## src/rtl/rs_pkg.sv

```systemverilog
package rs_pkg;

    typedef enum logic [1:0] {
        ENT_IDLE  = 2'd0,
        ENT_WAIT  = 2'd1,
        ENT_READY = 2'd2
    } ent_state_e;

endpackage

```

## src/rtl/rs_operand_slot.sv

```systemverilog
module rs_operand_slot #(
    parameter int TAG_W  = 5,
    parameter int DATA_W = 32
) (
    input  logic              clk,
    input  logic              rst_n,
    input  logic              load,
    input  logic              hold,
    input  logic              in_rdy,
    input  logic [TAG_W-1:0]  in_tag,
    input  logic [DATA_W-1:0] in_val,
    input  logic              cdb_valid,
    input  logic [TAG_W-1:0]  cdb_tag,
    input  logic [DATA_W-1:0] cdb_value,
    output logic              rdy_q,
    output logic [DATA_W-1:0] val_q,
    output logic              rdy_nxt
);

    logic [TAG_W-1:0]  tag_q, tag_nxt;
    logic [DATA_W-1:0] val_nxt;
    logic              hit_load, hit_wait;

    // snoop the bus both for a fresh operand and for one already waiting
    assign hit_load = cdb_valid && (cdb_tag == in_tag);
    assign hit_wait = hold && !rdy_q && cdb_valid && (cdb_tag == tag_q);

    always_comb begin
        rdy_nxt = rdy_q;
        val_nxt = val_q;
        tag_nxt = tag_q;
        if (load) begin
            tag_nxt = in_tag;
            if (in_rdy) begin
                rdy_nxt = 1'b1;
                val_nxt = in_val;
            end else if (hit_load) begin
                rdy_nxt = 1'b1;
                val_nxt = cdb_value;
            end else begin
                rdy_nxt = 1'b0;
                val_nxt = '0;
            end
        end else if (hit_wait) begin
            rdy_nxt = 1'b1;
            val_nxt = cdb_value;
        end
    end

    always_ff @(posedge clk or negedge rst_n) begin
        if (!rst_n) begin
            rdy_q <= 1'b0;
            val_q <= '0;
            tag_q <= '0;
        end else begin
            rdy_q <= rdy_nxt;
            val_q <= val_nxt;
            tag_q <= tag_nxt;
        end
    end

    AST_WAIT_CAPTURE: assert property (@(posedge clk) disable iff (!rst_n)
        (hold && !load && !rdy_q && cdb_valid && cdb_tag == tag_q)
        |=> (rdy_q && val_q == $past(cdb_value)));

    AST_LOAD_CAPTURE: assert property (@(posedge clk) disable iff (!rst_n)
        (load && !in_rdy && cdb_valid && cdb_tag == in_tag)
        |=> (rdy_q && val_q == $past(cdb_value)));

    AST_MISS_KEEPS_WAIT: assert property (@(posedge clk) disable iff (!rst_n)
        (hold && !load && !rdy_q && !(cdb_valid && cdb_tag == tag_q))
        |=> !rdy_q);

endmodule

```

## src/rtl/rs_entry.sv

```systemverilog
module rs_entry
    import rs_pkg::*;
#(
    parameter int OP_W   = 4,
    parameter int TAG_W  = 5,
    parameter int DATA_W = 32
) (
    input  logic              clk,
    input  logic              rst_n,
    input  logic              take,
    input  logic              issue,
    input  logic [OP_W-1:0]   in_op,
    input  logic [TAG_W-1:0]  in_dst,
    input  logic [1:0]        in_rdy,
    input  logic [1:0][TAG_W-1:0]  in_tag,
    input  logic [1:0][DATA_W-1:0] in_val,
    input  logic              cdb_valid,
    input  logic [TAG_W-1:0]  cdb_tag,
    input  logic [DATA_W-1:0] cdb_value,
    output logic              busy,
    output logic              ready,
    output logic [OP_W-1:0]   op_q,
    output logic [TAG_W-1:0]  dst_q,
    output logic [1:0][DATA_W-1:0] opnd_q
);

    localparam int NUM_OPND = 2;

    ent_state_e        state_q, state_nxt;
    logic [NUM_OPND-1:0] opnd_rdy, opnd_rdy_nxt;
    logic                both_nxt;

    assign busy  = (state_q != ENT_IDLE);
    assign ready = (state_q == ENT_READY);

    generate
        for (genvar k = 0; k < NUM_OPND; k++) begin : g_opnd
            rs_operand_slot #(.TAG_W(TAG_W), .DATA_W(DATA_W)) u_slot (
                .clk       (clk),
                .rst_n     (rst_n),
                .load      (take),
                .hold      (busy),
                .in_rdy    (in_rdy[k]),
                .in_tag    (in_tag[k]),
                .in_val    (in_val[k]),
                .cdb_valid (cdb_valid),
                .cdb_tag   (cdb_tag),
                .cdb_value (cdb_value),
                .rdy_q     (opnd_rdy[k]),
                .val_q     (opnd_q[k]),
                .rdy_nxt   (opnd_rdy_nxt[k])
            );
        end
    endgenerate

    assign both_nxt = &opnd_rdy_nxt;

    always_comb begin
        state_nxt = state_q;
        unique case (state_q)
            ENT_IDLE: begin
                if (take) state_nxt = both_nxt ? ENT_READY : ENT_WAIT;       // take
            end
            ENT_WAIT: begin
                if (both_nxt) state_nxt = ENT_READY;                         // wake
            end
            ENT_READY: begin
                if (issue && take) state_nxt = both_nxt ? ENT_READY : ENT_WAIT; // reissue
                else if (issue)    state_nxt = ENT_IDLE;                     // issue
            end
            default: state_nxt = ENT_IDLE;
        endcase
    end

    always_ff @(posedge clk or negedge rst_n) begin
        if (!rst_n) state_q <= ENT_IDLE;
        else        state_q <= state_nxt;
    end

    always_ff @(posedge clk or negedge rst_n) begin
        if (!rst_n) begin
            op_q  <= '0;
            dst_q <= '0;
        end else if (take) begin
            op_q  <= in_op;
            dst_q <= in_dst;
        end
    end

    AST_READY_HOLDS: assert property (@(posedge clk) disable iff (!rst_n)
        (state_q == ENT_READY && !issue) |=> (state_q == ENT_READY));

    AST_ISSUE_ONLY_READY: assert property (@(posedge clk) disable iff (!rst_n)
        issue |-> (state_q == ENT_READY));

    AST_TAKE_ONLY_FREE: assert property (@(posedge clk) disable iff (!rst_n)
        take |-> (state_q == ENT_IDLE || issue));

    AST_READY_HAS_BOTH: assert property (@(posedge clk) disable iff (!rst_n)
        (state_q == ENT_READY) |-> (&opnd_rdy));

endmodule

```

## src/rtl/rs_age_pick.sv

```systemverilog
module rs_age_pick #(
    parameter int N = 4
) (
    input  logic         clk,
    input  logic         rst_n,
    input  logic [N-1:0] alloc_hot,
    input  logic [N-1:0] ready,
    output logic [N-1:0] grant
);

    // older[i][j] = 1 : entry i was allocated before entry j
    logic [N-1:0][N-1:0] older;

    always_ff @(posedge clk or negedge rst_n) begin
        if (!rst_n) begin
            older <= '0;
        end else begin
            for (int i = 0; i < N; i++) begin
                for (int j = 0; j < N; j++) begin
                    if (i == j)            older[i][j] <= 1'b0;
                    else if (alloc_hot[i]) older[i][j] <= 1'b0;
                    else if (alloc_hot[j]) older[i][j] <= 1'b1;
                end
            end
        end
    end

    always_comb begin
        for (int i = 0; i < N; i++) begin
            logic blocked;
            blocked = 1'b0;
            for (int j = 0; j < N; j++) begin
                if (j != i && ready[j] && older[j][i]) blocked = 1'b1;
            end
            grant[i] = ready[i] && !blocked;
        end
    end

    AST_GRANT_ONEHOT: assert property (@(posedge clk) disable iff (!rst_n)
        $onehot0(grant));

    AST_READY_GETS_GRANT: assert property (@(posedge clk) disable iff (!rst_n)
        (|ready) |-> (|grant));

    AST_ALLOC_ONEHOT: assert property (@(posedge clk) disable iff (!rst_n)
        $onehot0(alloc_hot));

endmodule

```

## src/rtl/rs_alloc_pick.sv

```systemverilog
module rs_alloc_pick #(
    parameter int N = 4
) (
    input  logic [N-1:0] avail,
    output logic [N-1:0] pick
);

    always_comb begin
        logic found;
        found = 1'b0;
        pick  = '0;
        for (int i = 0; i < N; i++) begin
            if (avail[i] && !found) begin
                pick[i] = 1'b1;
                found   = 1'b1;
            end
        end
    end

endmodule

```

## src/rtl/rs_station.sv

```systemverilog
module rs_station #(
    parameter int DEPTH  = 4,
    parameter int OP_W   = 4,
    parameter int TAG_W  = 5,
    parameter int DATA_W = 32
) (
    input  logic              clk,
    input  logic              rst_n,
    input  logic              alloc_valid,
    input  logic [OP_W-1:0]   alloc_op,
    input  logic [TAG_W-1:0]  alloc_dst_tag,
    input  logic              alloc_a_rdy,
    input  logic [TAG_W-1:0]  alloc_a_tag,
    input  logic [DATA_W-1:0] alloc_a_val,
    input  logic              alloc_b_rdy,
    input  logic [TAG_W-1:0]  alloc_b_tag,
    input  logic [DATA_W-1:0] alloc_b_val,
    input  logic              cdb_valid,
    input  logic [TAG_W-1:0]  cdb_tag,
    input  logic [DATA_W-1:0] cdb_value,
    output logic              full,
    output logic              disp_valid,
    output logic [OP_W-1:0]   disp_op,
    output logic [TAG_W-1:0]  disp_dst_tag,
    output logic [DATA_W-1:0] disp_a,
    output logic [DATA_W-1:0] disp_b
);

    localparam int CNT_W = $clog2(DEPTH + 1);

    logic [DEPTH-1:0] busy, ready, grant, avail, pick, take;
    logic             alloc_go;
    logic [DEPTH-1:0][OP_W-1:0]        ent_op;
    logic [DEPTH-1:0][TAG_W-1:0]       ent_dst;
    logic [DEPTH-1:0][1:0][DATA_W-1:0] ent_opnd;
    logic [1:0][TAG_W-1:0]             in_tag;
    logic [1:0][DATA_W-1:0]            in_val;
    logic [CNT_W-1:0]                  occupancy;

    assign in_tag = {alloc_b_tag, alloc_a_tag};
    assign in_val = {alloc_b_val, alloc_a_val};

    // a dispatching entry counts as free in its own cycle
    assign avail    = ~busy | grant;
    assign full     = ~|avail;
    assign alloc_go = alloc_valid && !full;
    assign take     = pick & {DEPTH{alloc_go}};

    rs_alloc_pick #(.N(DEPTH)) u_alloc_pick (
        .avail (avail),
        .pick  (pick)
    );

    rs_age_pick #(.N(DEPTH)) u_age_pick (
        .clk       (clk),
        .rst_n     (rst_n),
        .alloc_hot (take),
        .ready     (ready),
        .grant     (grant)
    );

    generate
        for (genvar e = 0; e < DEPTH; e++) begin : g_ent
            rs_entry #(.OP_W(OP_W), .TAG_W(TAG_W), .DATA_W(DATA_W)) u_entry (
                .clk       (clk),
                .rst_n     (rst_n),
                .take      (take[e]),
                .issue     (grant[e]),
                .in_op     (alloc_op),
                .in_dst    (alloc_dst_tag),
                .in_rdy    ({alloc_b_rdy, alloc_a_rdy}),
                .in_tag    (in_tag),
                .in_val    (in_val),
                .cdb_valid (cdb_valid),
                .cdb_tag   (cdb_tag),
                .cdb_value (cdb_value),
                .busy      (busy[e]),
                .ready     (ready[e]),
                .op_q      (ent_op[e]),
                .dst_q     (ent_dst[e]),
                .opnd_q    (ent_opnd[e])
            );
        end
    endgenerate

    assign disp_valid = |grant;

    always_comb begin
        disp_op      = '0;
        disp_dst_tag = '0;
        disp_a       = '0;
        disp_b       = '0;
        for (int e = 0; e < DEPTH; e++) begin
            if (grant[e]) begin
                disp_op      = disp_op | ent_op[e];
                disp_dst_tag = disp_dst_tag | ent_dst[e];
                disp_a       = disp_a | ent_opnd[e][0];
                disp_b       = disp_b | ent_opnd[e][1];
            end
        end
    end

    always_comb begin
        occupancy = '0;
        for (int e = 0; e < DEPTH; e++) occupancy = occupancy + CNT_W'(busy[e]);
    end

    AST_FULL_STAYS_FULL: assert property (@(posedge clk) disable iff (!rst_n)
        full |=> (&busy));

    AST_OCCUPANCY_STEP: assert property (@(posedge clk) disable iff (!rst_n)
        1'b1 |=> ({1'b0, occupancy} <= {1'b0, $past(occupancy)} + 1'b1));

    AST_DISPATCH_FREES: assert property (@(posedge clk) disable iff (!rst_n)
        (disp_valid && !alloc_valid) |=> ({1'b0, occupancy} < {1'b0, $past(occupancy)} + 1'b1));

endmodule

```

## config.mk

```make
export PLATFORM = sky130hd
export DESIGN_NAME = rs_station
export DESIGN_NICKNAME = d
export VERILOG_FILES = /design/src/rtl/rs_pkg.sv /design/src/rtl/rs_operand_slot.sv /design/src/rtl/rs_entry.sv /design/src/rtl/rs_age_pick.sv /design/src/rtl/rs_alloc_pick.sv /design/src/rtl/rs_station.sv
export SDC_FILE = /design/constraint.sdc
export NUM_CORES = 1
export LEC_CHECK = 0
export ABC_AREA = 0
export BUFFER_PORTS_ARGS = -buffer_cell sky130_fd_sc_hd__buf_2
export CAP_MARGIN = 20
export CORE_MARGIN = 8
export CORE_UTILIZATION = 49
export DETAILED_ROUTE_END_ITERATION = 10
export PLACE_DENSITY = 0.68
export SLEW_MARGIN = 20
export SYNTH_ARGS = -nofsm -noshare
export SYNTH_HDL_FRONTEND = slang
export SYNTH_SLANG_ARGS = --single-unit
export TNS_END_PERCENT = 100
```

## constraint.sdc

```tcl
create_clock -name clk -period 6.1 [get_ports clk]
set_input_delay 0.305 -clock clk [delete_from_list [all_inputs] [get_ports clk]]
set_output_delay 0.305 -clock clk [all_outputs]
set_load 0.1 [all_outputs]
```

==> metrics.txt <==
# TYPE chip_impl_metric gauge
chip_impl_info{name="min_path_type",value="in -> reg"} 1
chip_impl_metric{name="first_global_vias",unit=""} 15650
chip_impl_metric{name="wire_length_of_the_first_global_routing_pass",unit="um"} 89620
chip_impl_metric{name="core_area",unit="mm2"} 0.03847
chip_impl_metric{name="part_of_the_cycle_the_worst_path_needs",unit=""} 0.6586
chip_impl_metric{name="slew_viol_final",unit=""} 0
chip_impl_metric{name="cap_violations",unit=""} 0
chip_impl_info{name="whs_endpoint",value="g_ent[1].u_entry.dst_q[2]$_DFFE_PN0N_"} 1
chip_impl_metric{name="drcViolationCount",unit=""} 0
chip_impl_metric{name="synthesis.yosys.warnings",unit=""} 0
chip_impl_metric{name="route.vias.total",unit=""} 15350
chip_impl_metric{name="io_pins",unit=""} 201
chip_impl_metric{name="total_power",unit="mW"} 12.31
chip_impl_info{name="timing.hold.worst.start",value="alloc_dst_tag[2]"} 1
chip_impl_metric{name="cts-resized-gates",unit=""} 0
chip_impl_metric{name="peakVddDrop",unit="mV"} 0.4837
chip_impl_metric{name="tritoncts.num_buffers",unit=""} 41
chip_impl_metric{name="gpl.final_weighted_congestion",unit=""} 0.8797
chip_impl_metric{name="drive_above_1_share",unit=""} 0.1714
chip_impl_metric{name="hold_path_depth",unit=""} 3
chip_impl_metric{name="die_area",unit="mm2"} 0.04531
chip_impl_metric{name="synth_area_per_cell",unit="um2"} 9.629
chip_impl_metric{name="cts.hold.buffers_added",unit=""} 7
chip_impl_info{name="tritoncts",value="built"} 1
chip_impl_metric{name="pwr_density_cell",unit="mW/mm2"} 566.8
chip_impl_metric{name="synthesis.area",unit="mm2"} 0.01899
chip_impl_metric{name="wl_per_cell",unit="um"} 21.66
chip_impl_metric{name="area_of_the_multi_input_gates",unit="mm2"} 0.009311
chip_impl_metric{name="clock_sink_count",unit=""} 360
chip_impl_metric{name="synth_top_area_share",unit=""} 0.4744
chip_impl_metric{name="mappedNetlistNets",unit=""} 2098
chip_impl_metric{name="grt_antenna_before_repair",unit=""} 0
chip_impl_metric{name="rrSetupSlack",unit="ps"} 2550
chip_impl_metric{name="crit_path_max_fanout",unit=""} 30
chip_impl_metric{name="port_buffers",unit=""} 200
chip_impl_metric{name="final_min_period",unit="ps"} 4017
chip_impl_metric{name="dp.final_hpwl",unit="um"} 34810
chip_impl_info{name="synth_top_cells_by_area",value="sky130_fd_sc_hd__dfrtp_1 47%, sky130_fd_sc_hd__mux2i_1 17%, sky130_fd_sc_hd__a22oi_1 5.9%"} 1
chip_impl_metric{name="n_fill_cell",unit=""} 3374
chip_impl_metric{name="viasPerCell",unit=""} 5.851
chip_impl_info{name="timing.rr.start",value="g_ent[0].u_entry.state_q[1]$_DFFE_PN0P_"} 1
chip_impl_metric{name="timing.final.hold_violations",unit=""} 0
chip_impl_metric{name="clock.fmax",unit="MHz"} 248.9
chip_impl_metric{name="h-tree-depth",unit=""} 2
chip_impl_metric{name="final_number_of_setup_violating_endpoints",unit=""} 0
chip_impl_metric{name="die_x",unit="um"} 212.9
chip_impl_info{name="endpoint_kind",value="output port"} 1
chip_impl_metric{name="cts.repair_timing.setup_buffer_count",unit=""} 0
chip_impl_metric{name="setup-tns-final",unit="ps"} 0
chip_impl_metric{name="detail_route.iter0.violations",unit=""} 1270
chip_impl_metric{name="ff2ff_path_depth",unit=""} 6
chip_impl_metric{name="finalCoreUtilization",unit=""} 0.5649
chip_impl_metric{name="floorplan.die.height",unit="um"} 212.9
chip_impl_metric{name="drtAntennaViolNets",unit=""} 0
chip_impl_metric{name="post_synth_edffs",unit=""} 0
chip_impl_metric{name="final_net_count",unit=""} 2203
chip_impl_metric{name="antenna-diode-count",unit=""} 0
chip_impl_metric{name="std_cell_rows",unit=""} 72
chip_impl_info{name="rsz0062_at_grt",value="false"} 1
chip_impl_metric{name="wirelength",unit="um"} 56840
chip_impl_metric{name="synthDistinctLibCells",unit=""} 40
chip_impl_metric{name="synthesis.instances",unit=""} 1972
chip_impl_metric{name="synth-seq-cells",unit=""} 360
chip_impl_metric{name="drt_pass1_iterations",unit=""} 6
chip_impl_metric{name="clk_pin_slew",unit="ps"} 60
chip_impl_info{name="critical_path.reg2reg.endpoint",value="g_ent[2].u_entry.g_opnd[0].u_slot.tag_q[4]$_DFFE_PN0N_"} 1
chip_impl_metric{name="area.growth.synth_to_final",unit="%"} 14.43
chip_impl_info{name="critical_path.startpoint_type",value="flop"} 1
chip_impl_metric{name="final.setup_skew",unit="ps"} 19.43
chip_impl_metric{name="synth_sequential_area_ratio",unit=""} 0.4744
chip_impl_metric{name="p_leak",unit="nW"} 10.75
chip_impl_metric{name="globalRouteTotalUtil",unit=""} 0.2495
chip_impl_metric{name="critPathRequiredTime",unit="ps"} 5790
chip_impl_metric{name="worst_slew_pin_slew",unit="ps"} 1104
chip_impl_info{name="outcome",value="complete, no violations"} 1
chip_impl_metric{name="overflow",unit=""} 0
chip_impl_metric{name="clockBufferDepth",unit=""} 3
chip_impl_metric{name="timing.slew.headroom",unit=""} 0.2637
chip_impl_metric{name="worst-endpoint-arrival",unit="ps"} 3710
chip_impl_metric{name="floorplan.initialDensity",unit=""} 0.4936
chip_impl_info{name="ys_dominant_reg_cell",value="sky130_fd_sc_hd__dfrtp_1"} 1
chip_impl_info{name="yosysTopAreaCell",value="sky130_fd_sc_hd__dfrtp_1"} 1
chip_impl_info{name="cts_root_buf",value="sky130_fd_sc_hd__clkbuf_16"} 1
chip_impl_metric{name="clock_latency",unit="ps"} 550
chip_impl_metric{name="final-seq-area",unit="mm2"} 0.009009
chip_impl_metric{name="largest_net_degree_at_the_start_of_global_routing",unit=""} 167
chip_impl_metric{name="async_s_r_ff_share_synth",unit=""} 1.000
chip_impl_info{name="layout.cells.most_common_list",value="360 x sky130_fd_sc_hd__dfrtp_1, 325 x sky130_fd_sc_hd__mux2i_1, 291 x sky130_fd_sc_hd__nand2_1"} 1
chip_impl_info{name="layout.cells.most_common",value="sky130_fd_sc_hd__dfrtp_1"} 1
chip_impl_info{name="crit_type",value="reg -> out"} 1
## layer usage
metal  vias up  global-route usage  wire length (um)
met5         -                   0                 0
met3        88             0.04213              3903
met4         0             0.07235              1277
li1       7107                   -                 -
met1      7643              0.3343             24480
met2       514              0.4128             27180
## logic make-up after synthesis
kind of cell | count (synthesis) | share of synthesized area
buffers and inverters | 191 | 0.04072
XOR/XNOR | 50 | 0.02306
AND/OR/NAND/NOR | 555 | 0.1186
AO/OA/AOI/OAI | 444 | 0.1422
flip-flops | 360 | 0.4744
multiplexers | 372 | 0.2010
## power breakdown
part           total, mW  internal [mW]  switching, mW
Sequential          4.18           3.50          0.677
Clock               2.44           1.45          0.991
Combinational       5.69           1.49           4.20
Total               12.3           6.45           5.87
## cells in the mapped netlist, types with 2 or more instances
cell,instances
sky130_fd_sc_hd__dfrtp_1,360
sky130_fd_sc_hd__mux2i_1,325
sky130_fd_sc_hd__nand2_1,292
sky130_fd_sc_hd__nor2_1,211
sky130_fd_sc_hd__a22oi_1,150
sky130_fd_sc_hd__a21oi_1,136
sky130_fd_sc_hd__o21ai_0,131
sky130_fd_sc_hd__clkbuf_1,125
sky130_fd_sc_hd__mux2_2,38
sky130_fd_sc_hd__buf_2,33
sky130_fd_sc_hd__xor2_1,31
sky130_fd_sc_hd__buf_1,23
sky130_fd_sc_hd__xnor2_1,19
sky130_fd_sc_hd__nor4_1,10
sky130_fd_sc_hd__mux2_4,9
sky130_fd_sc_hd__inv_1,8
sky130_fd_sc_hd__nor3b_1,7
sky130_fd_sc_hd__o21a_1,7
sky130_fd_sc_hd__nand4_1,6
sky130_fd_sc_hd__nor2b_1,6
sky130_fd_sc_hd__and4b_1,5
sky130_fd_sc_hd__a221o_1,4
sky130_fd_sc_hd__a31oi_1,4
sky130_fd_sc_hd__and3b_1,4
sky130_fd_sc_hd__o22ai_1,4
sky130_fd_sc_hd__nand2b_1,3
sky130_fd_sc_hd__nand3_1,3
sky130_fd_sc_hd__a21o_1,2
sky130_fd_sc_hd__and3_1,2
sky130_fd_sc_hd__buf_6,2
sky130_fd_sc_hd__nor3_1,2
sky130_fd_sc_hd__o32ai_1,2
## registers in the layout, indices dropped and copies added (netlist names)
signal	flops
g_ent.u_entry.g_opnd.u_slot.tag_q	40
g_ent.u_entry.op_q	16
g_ent.u_entry.dst_q	20
g_ent.u_entry.g_opnd.u_slot.val_q	256
g_ent.u_entry.g_opnd.u_slot.rdy_q	8
g_ent.u_entry.state_q	8
u_age_pick.older	12
## critical path: stages (launching register included)
cell and delay (ps):
sky130_fd_sc_hd__dfrtp_1 490, sky130_fd_sc_hd__and3b_1 280, sky130_fd_sc_hd__a221o_1 350, sky130_fd_sc_hd__nor2b_4 780, sky130_fd_sc_hd__buf_4 490, sky130_fd_sc_hd__a22oi_1 150, sky130_fd_sc_hd__nand2_1 170, sky130_fd_sc_hd__buf_2 450
## per-stage QoR
stage	cells	setup WS, ps	hold slack [ps]	area, um2
2_1_floorplan	1972	1920	9.409	18990
3_3_place_gp	2542	2722	324.4	20300
3_5_place_dp	2544	2611	329.8	20320
4_1_cts	2623	2096	2.220	21720
5_1_grt	2624	1935	36.86	21730
6_report	2624	2083	20.46	21730
## cell type report
cell class	count	area share
well taps	518	0.02983
repair buffers	245	0.06455
inverters	8	0.001382
clock inverters	6	0.003052
multi-input cells	1421	0.4285
clock buffers	66	0.05804
flip-flops and latches	360	0.4146
## worst max-delay path by stage
stage,slack (ps),endpoint,from,cells past startpoint
2_1_floorplan,1920,full,g_ent[0].u_entry.state_q[1]$_DFFE_PN0P_,5
3_3_place_gp,2720,g_ent[2].u_entry.g_opnd[0].u_slot.tag_q[4]$_DFFE_PN0N_,g_ent[0].u_entry.state_q[1]$_DFFE_PN0P_,6
6_report,2080,disp_a[11],g_ent[0].u_entry.state_q[0]$_DFFE_PN0P_,7
4_1_cts,2100,disp_b[24],g_ent[0].u_entry.state_q[0]$_DFFE_PN0P_,7
5_1_grt,1940,disp_b[16],g_ent[0].u_entry.state_q[0]$_DFFE_PN0P_,7
3_5_place_dp,2610,u_age_pick.older[11]$_DFFE_PN0P_,g_ent[0].u_entry.state_q[1]$_DFFE_PN0P_,7
(Power assumes the default switching activity.)
